File: config.mk
export PLATFORM = sky130hd
export DESIGN_NAME = gpio_own_bank
export DESIGN_NICKNAME = d
export VERILOG_FILES = /design/src/rtl/gpio_own_pkg.sv /design/src/rtl/gpio_own_setclr.sv /design/src/rtl/gpio_own_sync.sv /design/src/rtl/gpio_own_mux.sv /design/src/rtl/gpio_own_bank.sv
export SDC_FILE = /design/constraint.sdc
export NUM_CORES = 1
export LEC_CHECK = 0
export ABC_AREA = 1
export BUFFER_PORTS_ARGS = -buffer_cell sky130_fd_sc_hd__clkbuf_2
export CAP_MARGIN = 20
export CORE_ASPECT_RATIO = 1.75
export CORE_MARGIN = 2
export CORE_UTILIZATION = 44
export DETAILED_ROUTE_END_ITERATION = 7
export HOLD_SLACK_MARGIN = 0.02
export PLACE_DENSITY_LB_ADDON = 0.3
export RECOVER_POWER = 25
export SYNTH_ARGS = -nofsm -noshare
export SYNTH_HDL_FRONTEND = slang
export SYNTH_SLANG_ARGS = --single-unit
File: constraint.sdc
create_clock -name clk -period 1.64 [get_ports clk]
set_clock_uncertainty 0.1 [all_clocks]
set_input_delay 0.41 -clock clk [delete_from_list [all_inputs] [get_ports clk]]
set_output_delay 0.41 -clock clk [all_outputs]
set_load 0.01 [all_outputs]
File: src/rtl/gpio_own_pkg.sv
package gpio_own_pkg;
  localparam int BUS_W  = 32;
  localparam int ADDR_W = 8;

  // write-one-to-set addresses
  localparam logic [ADDR_W-1:0] A_OWN_SET = 8'h00;
  localparam logic [ADDR_W-1:0] A_OE_SET  = 8'h04;
  localparam logic [ADDR_W-1:0] A_DO_SET  = 8'h08;
  // write-one-to-clear addresses
  localparam logic [ADDR_W-1:0] A_OWN_CLR = 8'h14;
  localparam logic [ADDR_W-1:0] A_OE_CLR  = 8'h18;
  localparam logic [ADDR_W-1:0] A_DO_CLR  = 8'h1C;
  // read-back addresses
  localparam logic [ADDR_W-1:0] A_PIN_RD  = 8'h30;
  localparam logic [ADDR_W-1:0] A_OE_RD   = 8'h34;
  localparam logic [ADDR_W-1:0] A_DO_RD   = 8'h38;
  localparam logic [ADDR_W-1:0] A_OWN_RD  = 8'h44;

  // field index inside the set/clear register array
  localparam int F_OWN = 0;
  localparam int F_OE  = 1;
  localparam int F_DO  = 2;
  localparam int NFIELD = 3;

  function automatic logic [ADDR_W-1:0] set_addr(input int f);
    case (f)
      F_OWN:   return A_OWN_SET;
      F_OE:    return A_OE_SET;
      default: return A_DO_SET;
    endcase
  endfunction

  function automatic logic [ADDR_W-1:0] clr_addr(input int f);
    case (f)
      F_OWN:   return A_OWN_CLR;
      F_OE:    return A_OE_CLR;
      default: return A_DO_CLR;
    endcase
  endfunction

  // next value of a set/clear register for one bus write
  function automatic logic [BUS_W-1:0] setclr_next(input logic [BUS_W-1:0] cur,
                                                   input logic [BUS_W-1:0] bits,
                                                   input logic do_set,
                                                   input logic do_clr);
    logic [BUS_W-1:0] r;
    r = cur;
    if (do_set) r = r | bits;
    if (do_clr) r = r & ~bits;
    return r;
  endfunction
endpackage

File: src/rtl/gpio_own_setclr.sv
module gpio_own_setclr
  import gpio_own_pkg::*;
#(
  parameter int W = 32
) (
  input  logic         clk,
  input  logic         rst_n,
  input  logic         set_stb,
  input  logic         clr_stb,
  input  logic [W-1:0] bits,
  output logic [W-1:0] q
);
  logic [BUS_W-1:0] nxt;

  always_comb begin
    nxt = setclr_next(BUS_W'(q), BUS_W'(bits), set_stb, clr_stb);
  end

  always_ff @(posedge clk or negedge rst_n) begin
    if (!rst_n) q <= '0;
    else        q <= nxt[W-1:0];
  end
endmodule

File: src/rtl/gpio_own_sync.sv
module gpio_own_sync #(
  parameter int W = 32
) (
  input  logic         clk,
  input  logic         rst_n,
  input  logic [W-1:0] async_in,
  output logic [W-1:0] sync_out
);
  logic [W-1:0] stage1;

  always_ff @(posedge clk or negedge rst_n) begin
    if (!rst_n) begin
      stage1   <= '0;
      sync_out <= '0;
    end else begin
      stage1   <= async_in;
      sync_out <= stage1;
    end
  end
endmodule

File: src/rtl/gpio_own_mux.sv
module gpio_own_mux #(
  parameter int W = 32
) (
  input  logic [W-1:0] own,
  input  logic [W-1:0] sw_oe,
  input  logic [W-1:0] sw_do,
  input  logic [W-1:0] hw_oe,
  input  logic [W-1:0] hw_do,
  input  logic [W-1:0] pin_sync,
  output logic [W-1:0] pad_oe,
  output logic [W-1:0] pad_do,
  output logic [W-1:0] pin_view
);
  for (genvar i = 0; i < W; i++) begin : g_pin
    logic sw_drives;
    assign sw_drives   = own[i] & sw_oe[i];
    assign pad_oe[i]   = own[i] ? sw_oe[i] : hw_oe[i];
    assign pad_do[i]   = own[i] ? sw_do[i] : hw_do[i];
    assign pin_view[i] = sw_drives ? sw_do[i] : pin_sync[i];
  end
endmodule

File: src/rtl/gpio_own_bank.sv
module gpio_own_bank
  import gpio_own_pkg::*;
#(
  parameter int NPINS = 32
) (
  input  logic              clk,
  input  logic              rst_n,
  input  logic [7:0]        bus_addr,
  input  logic              bus_wr,
  input  logic [31:0]       bus_wdata,
  output logic [31:0]       bus_rdata,
  input  logic [NPINS-1:0]  hw_oe,
  input  logic [NPINS-1:0]  hw_do,
  output logic [NPINS-1:0]  pad_oe,
  output logic [NPINS-1:0]  pad_do,
  input  logic [NPINS-1:0]  pad_di
);
  localparam int W = NPINS;

  logic [NFIELD-1:0]        set_stb;
  logic [NFIELD-1:0]        clr_stb;
  logic [NFIELD-1:0][W-1:0] field_q;
  logic [W-1:0]             wbits;

  // named events for the checker
  logic         wr_own_set, wr_own_clr, wr_oe_set, wr_oe_clr, wr_do_set, wr_do_clr;
  logic [W-1:0] own_q, oe_q, do_q;
  logic [W-1:0] own_eff;
  logic [W-1:0] pin_sync, pin_view;

  assign wbits = bus_wdata[W-1:0];

  for (genvar f = 0; f < NFIELD; f++) begin : g_field
    assign set_stb[f] = bus_wr && (bus_addr == set_addr(f));
    assign clr_stb[f] = bus_wr && (bus_addr == clr_addr(f));

    gpio_own_setclr #(.W(W)) reg_i (
      .clk     (clk),
      .rst_n   (rst_n),
      .set_stb (set_stb[f]),
      .clr_stb (clr_stb[f]),
      .bits    (wbits),
      .q       (field_q[f])
    );
  end

  assign own_q      = field_q[F_OWN];
  assign oe_q       = field_q[F_OE];
  assign do_q       = field_q[F_DO];
  assign wr_own_set = set_stb[F_OWN];
  assign wr_own_clr = clr_stb[F_OWN];
  assign wr_oe_set  = set_stb[F_OE];
  assign wr_oe_clr  = clr_stb[F_OE];
  assign wr_do_set  = set_stb[F_DO];
  assign wr_do_clr  = clr_stb[F_DO];

  // ownership reaches the pad one cycle after its register, so a
  // data-out written just before the take-over is already in place
  always_ff @(posedge clk or negedge rst_n) begin
    if (!rst_n) own_eff <= '0;
    else        own_eff <= own_q;
  end

  gpio_own_sync #(.W(W)) sync_i (
    .clk      (clk),
    .rst_n    (rst_n),
    .async_in (pad_di),
    .sync_out (pin_sync)
  );

  gpio_own_mux #(.W(W)) mux_i (
    .own      (own_eff),
    .sw_oe    (oe_q),
    .sw_do    (do_q),
    .hw_oe    (hw_oe),
    .hw_do    (hw_do),
    .pin_sync (pin_sync),
    .pad_oe   (pad_oe),
    .pad_do   (pad_do),
    .pin_view (pin_view)
  );

  always_comb begin
    case (bus_addr)
      A_PIN_RD: bus_rdata = 32'(pin_view);
      A_OE_RD:  bus_rdata = 32'(oe_q);
      A_DO_RD:  bus_rdata = 32'(do_q);
      A_OWN_RD: bus_rdata = 32'(own_q);
      default:  bus_rdata = '0;
    endcase
  end
endmodule

==> qor.yml <==
hold_ws_ns: 0.1862
pwr-share-seq: 0.482
synth.avg_cell_area_um2: 7.215
antenna_found_initial: 3
vias: 10300
cts_tree: "done"
violations: "negative setup slack"
root_buffer: "clkbuf_16"
synth_warnings: 0
synthesis.nets: 1512
gr-total-overflow: 0
syn_area_mm2: 0.009906
wirelength_um: 32290
finalSetupViolCount: 94
ys_top_cells_by_count: "363 x nand2_1, 289 x inv_1, 289 x nand3_1"
period_share: 1.260
max_stage_delay_ns: 0.20
yosys.area.top_type_share: 0.4850
pwr-share-comb: 0.159
drtAntennaViolNets: 0
rsz0062_at_grt: "yes"
drc: 0
first_pass_iters: 6
clk_pin_slew_worst_paths_ns: 0.07
insertion_delay_ns: 0.44
power_leakage_uw: 0.007682
syn_to_final_growth_pct: 47.64
clockBufferDepth: 2
fin_nets: 1885
synth_most_common_cell: "nand2_1"
hold_viol: 0
die_h_um: 202.5
p_int_uw: 7738
criticalPathCategory: "input pin to primary output"
portBuffers: 234
drive_gt1_frac: 0.3184
p_total_uw: 10680
path_cells: "clkbuf_16, inv_12, nand2_8, nor2_4, buf_12, clkbuf_16, nand3_1, nand2_1, inv_1, nand2_2, buf_6"
synth_top_cell_by_area: "dfrtp_1"
initial_utilization: 0.4488
synthCells: 1373
critical_path_required_ns: 1.13
dp_hpwl_um: 19060
synth_seq_cells: 192
max_freq_ghz: 0.4838
synthArstFlopShare: 1.000
synth_area_leaders: "dfrtp_1 49%, nand3_1 15%, nand2_1 14%"
num-fill-cells: 1754
synthDistinctLibCells: 16
wire_per_inst_um: 15.69
slew_headroom: 0.3523
worst_pin_slew_ns: 0.9716
switching_share: 0.2753
path_buf_inv: 6
finalCriticalPeriod_ns: 2.067
vias_per_cell: 5.003
drv_slew: 0
worstPathMaxFanout: 9
path_common_cell: "clkbuf_16"
die-area_mm2: 0.02378
path_delay_family: "buffers and inverters"
setup_slack_ns: -0.4268
synth-edff-count: 0
grt_pass1_wl_um: 48980
end_kind: "primary output"
place.gp.congestion: 0.8187
rows: 72
ir_drop_v: 0.0006139
cts_buffers: 17
clkPwrFrac: 0.359
synth_ff_type: "dfrtp_1"
status: "finished with violations"
hold_class: "input pin to flop"
grt_pass1_vias: 9930
io_pins: 235
grt_max_degree: 40
power.density_mw_per_mm2: 730.1
worstPathArrival_ns: 1.56
cts_sinks: 192
cts.htree.levels: 4
maxCapViolations: 0
power_switching_uw: 2940
yosysSeqAreaShare: 0.4850
grt_usage: 0.2575
crit_slowest_cell: "clkbuf_16"
core_mm2: 0.02207
die_width_um: 117.4
start_kind: "input pin"
drt_first_iter_violations: 621
## power by group through the flow
stage,Combinational [uW],Sequential (uW),Clock [uW]
after detailed placement,1280,5230,0
after global placement,1250,5230,0
after CTS,1480,5150,3890
after floorplan,616,5170,0
after global routing,1870,5180,4140
final,1690,5150,3830
## cells in the final DEF (no fill, tap or decap), types with 33 or more instances in the layout
cell type,netlist,routed
buf_4,19,80
dlygate4sd3_1,0,33
nand2_1,363,320
dfrtp_1,192,182
buf_2,35,50
buf_6,4,46
clkbuf_2,0,152
inv_1,289,281
a21oi_1,64,48
nand3_1,289,261
nand2_2,1,40
nor2_1,69,53
## stage by stage
| stage | std cells | utilization | cell area, um2 | setup TNS, ns | setup slack [ns] |
|---|---|---|---|---|---|
| after floorplan | 1373 | - | 10120 | -0.2216 | -0.01415 |
| after global placement | 1903 | 0.5446 | 12020 | -21.02 | -0.4420 |
| after detailed placement | 1903 | 0.5446 | 12020 | -22.24 | -0.4559 |
| after CTS | 2002 | 0.6140 | 13550 | -16.02 | -0.4043 |
| after global routing | 2058 | 0.6626 | 14630 | -23.25 | -0.4886 |
| final | 2058 | 0.6626 | 14630 | -16.92 | -0.4268 |
## layout make-up
class,instances,area [um2],share of cell area
clock inverters,11,83.83,0.005732
flip-flops and latches,192,4817,0.3294
multi-input cells,826,4167,0.2849
inverters,297,1160,0.07931
repair buffers,412,3570,0.2441
well taps,296,370.4,0.02532
diodes,3,7.507,0.0005133
clock buffers,21,450.4,0.03080
## per-layer routing
layer	GRT usage	vias up	wire [um]	part of all wire
met5	0	-	0	0
met4	0.1119	0	837	0.026
met3	0.02809	56	1503	0.047
met2	0.4657	364	17620	0.55
met1	0.3090	4928	12330	0.38
li1	-	4948	-	-
## logic make-up (layout without fill, tap and decap cells)
kind of cell | count (synthesis) | in the layout | synth area share
buffers and inverters | 355 | 741 | 0.1492
and+or+nand+nor | 730 | 730 | 0.3173
other | 0 | 3 | 0
DFF | 192 | 192 | 0.4850
AOI/OAI and AO/OA | 96 | 96 | 0.04850
## repair_timing
| action | 4_1_cts | 5_1_grt |
|---|---|---|
| hold endpoints to repair | 58 | 0 |
| hold buffers | 33 | 0 |
| setup endpoints to repair | 96 | 102 |
| cloned | 9 | 9 |
| setup buffers | 26 | 48 |
| pin swaps | 38 | 38 |
| resized for setup | 80 | 221 |
## tightest hold or removal path, stage by stage
cell	delay [ns]
clkbuf_2	0.13
nand3_1	0.09
a21oi_1	0.05
## path summary, 6_finish.rpt
path / start / to / slack (ns) / cells after the start
max in group asynchronous: rst_n / async pin / 0.12 / 3
worst max-delay path: bus_addr[1] / bus_rdata[30] / -0.43 / 11
worst min-delay path: bus_wdata[11] / flop / 0.19 / 3
worst max register to register: flop / flop / 0.68 / 5
worst min register to register: sync_i.stage1[1] / sync_i.sync_out[1] / 0.24 / 0
min in group asynchronous: rst_n / sync_i.stage1[8] / 0.58 / 2
Note: power is estimated with default switching activity, not from simulation.
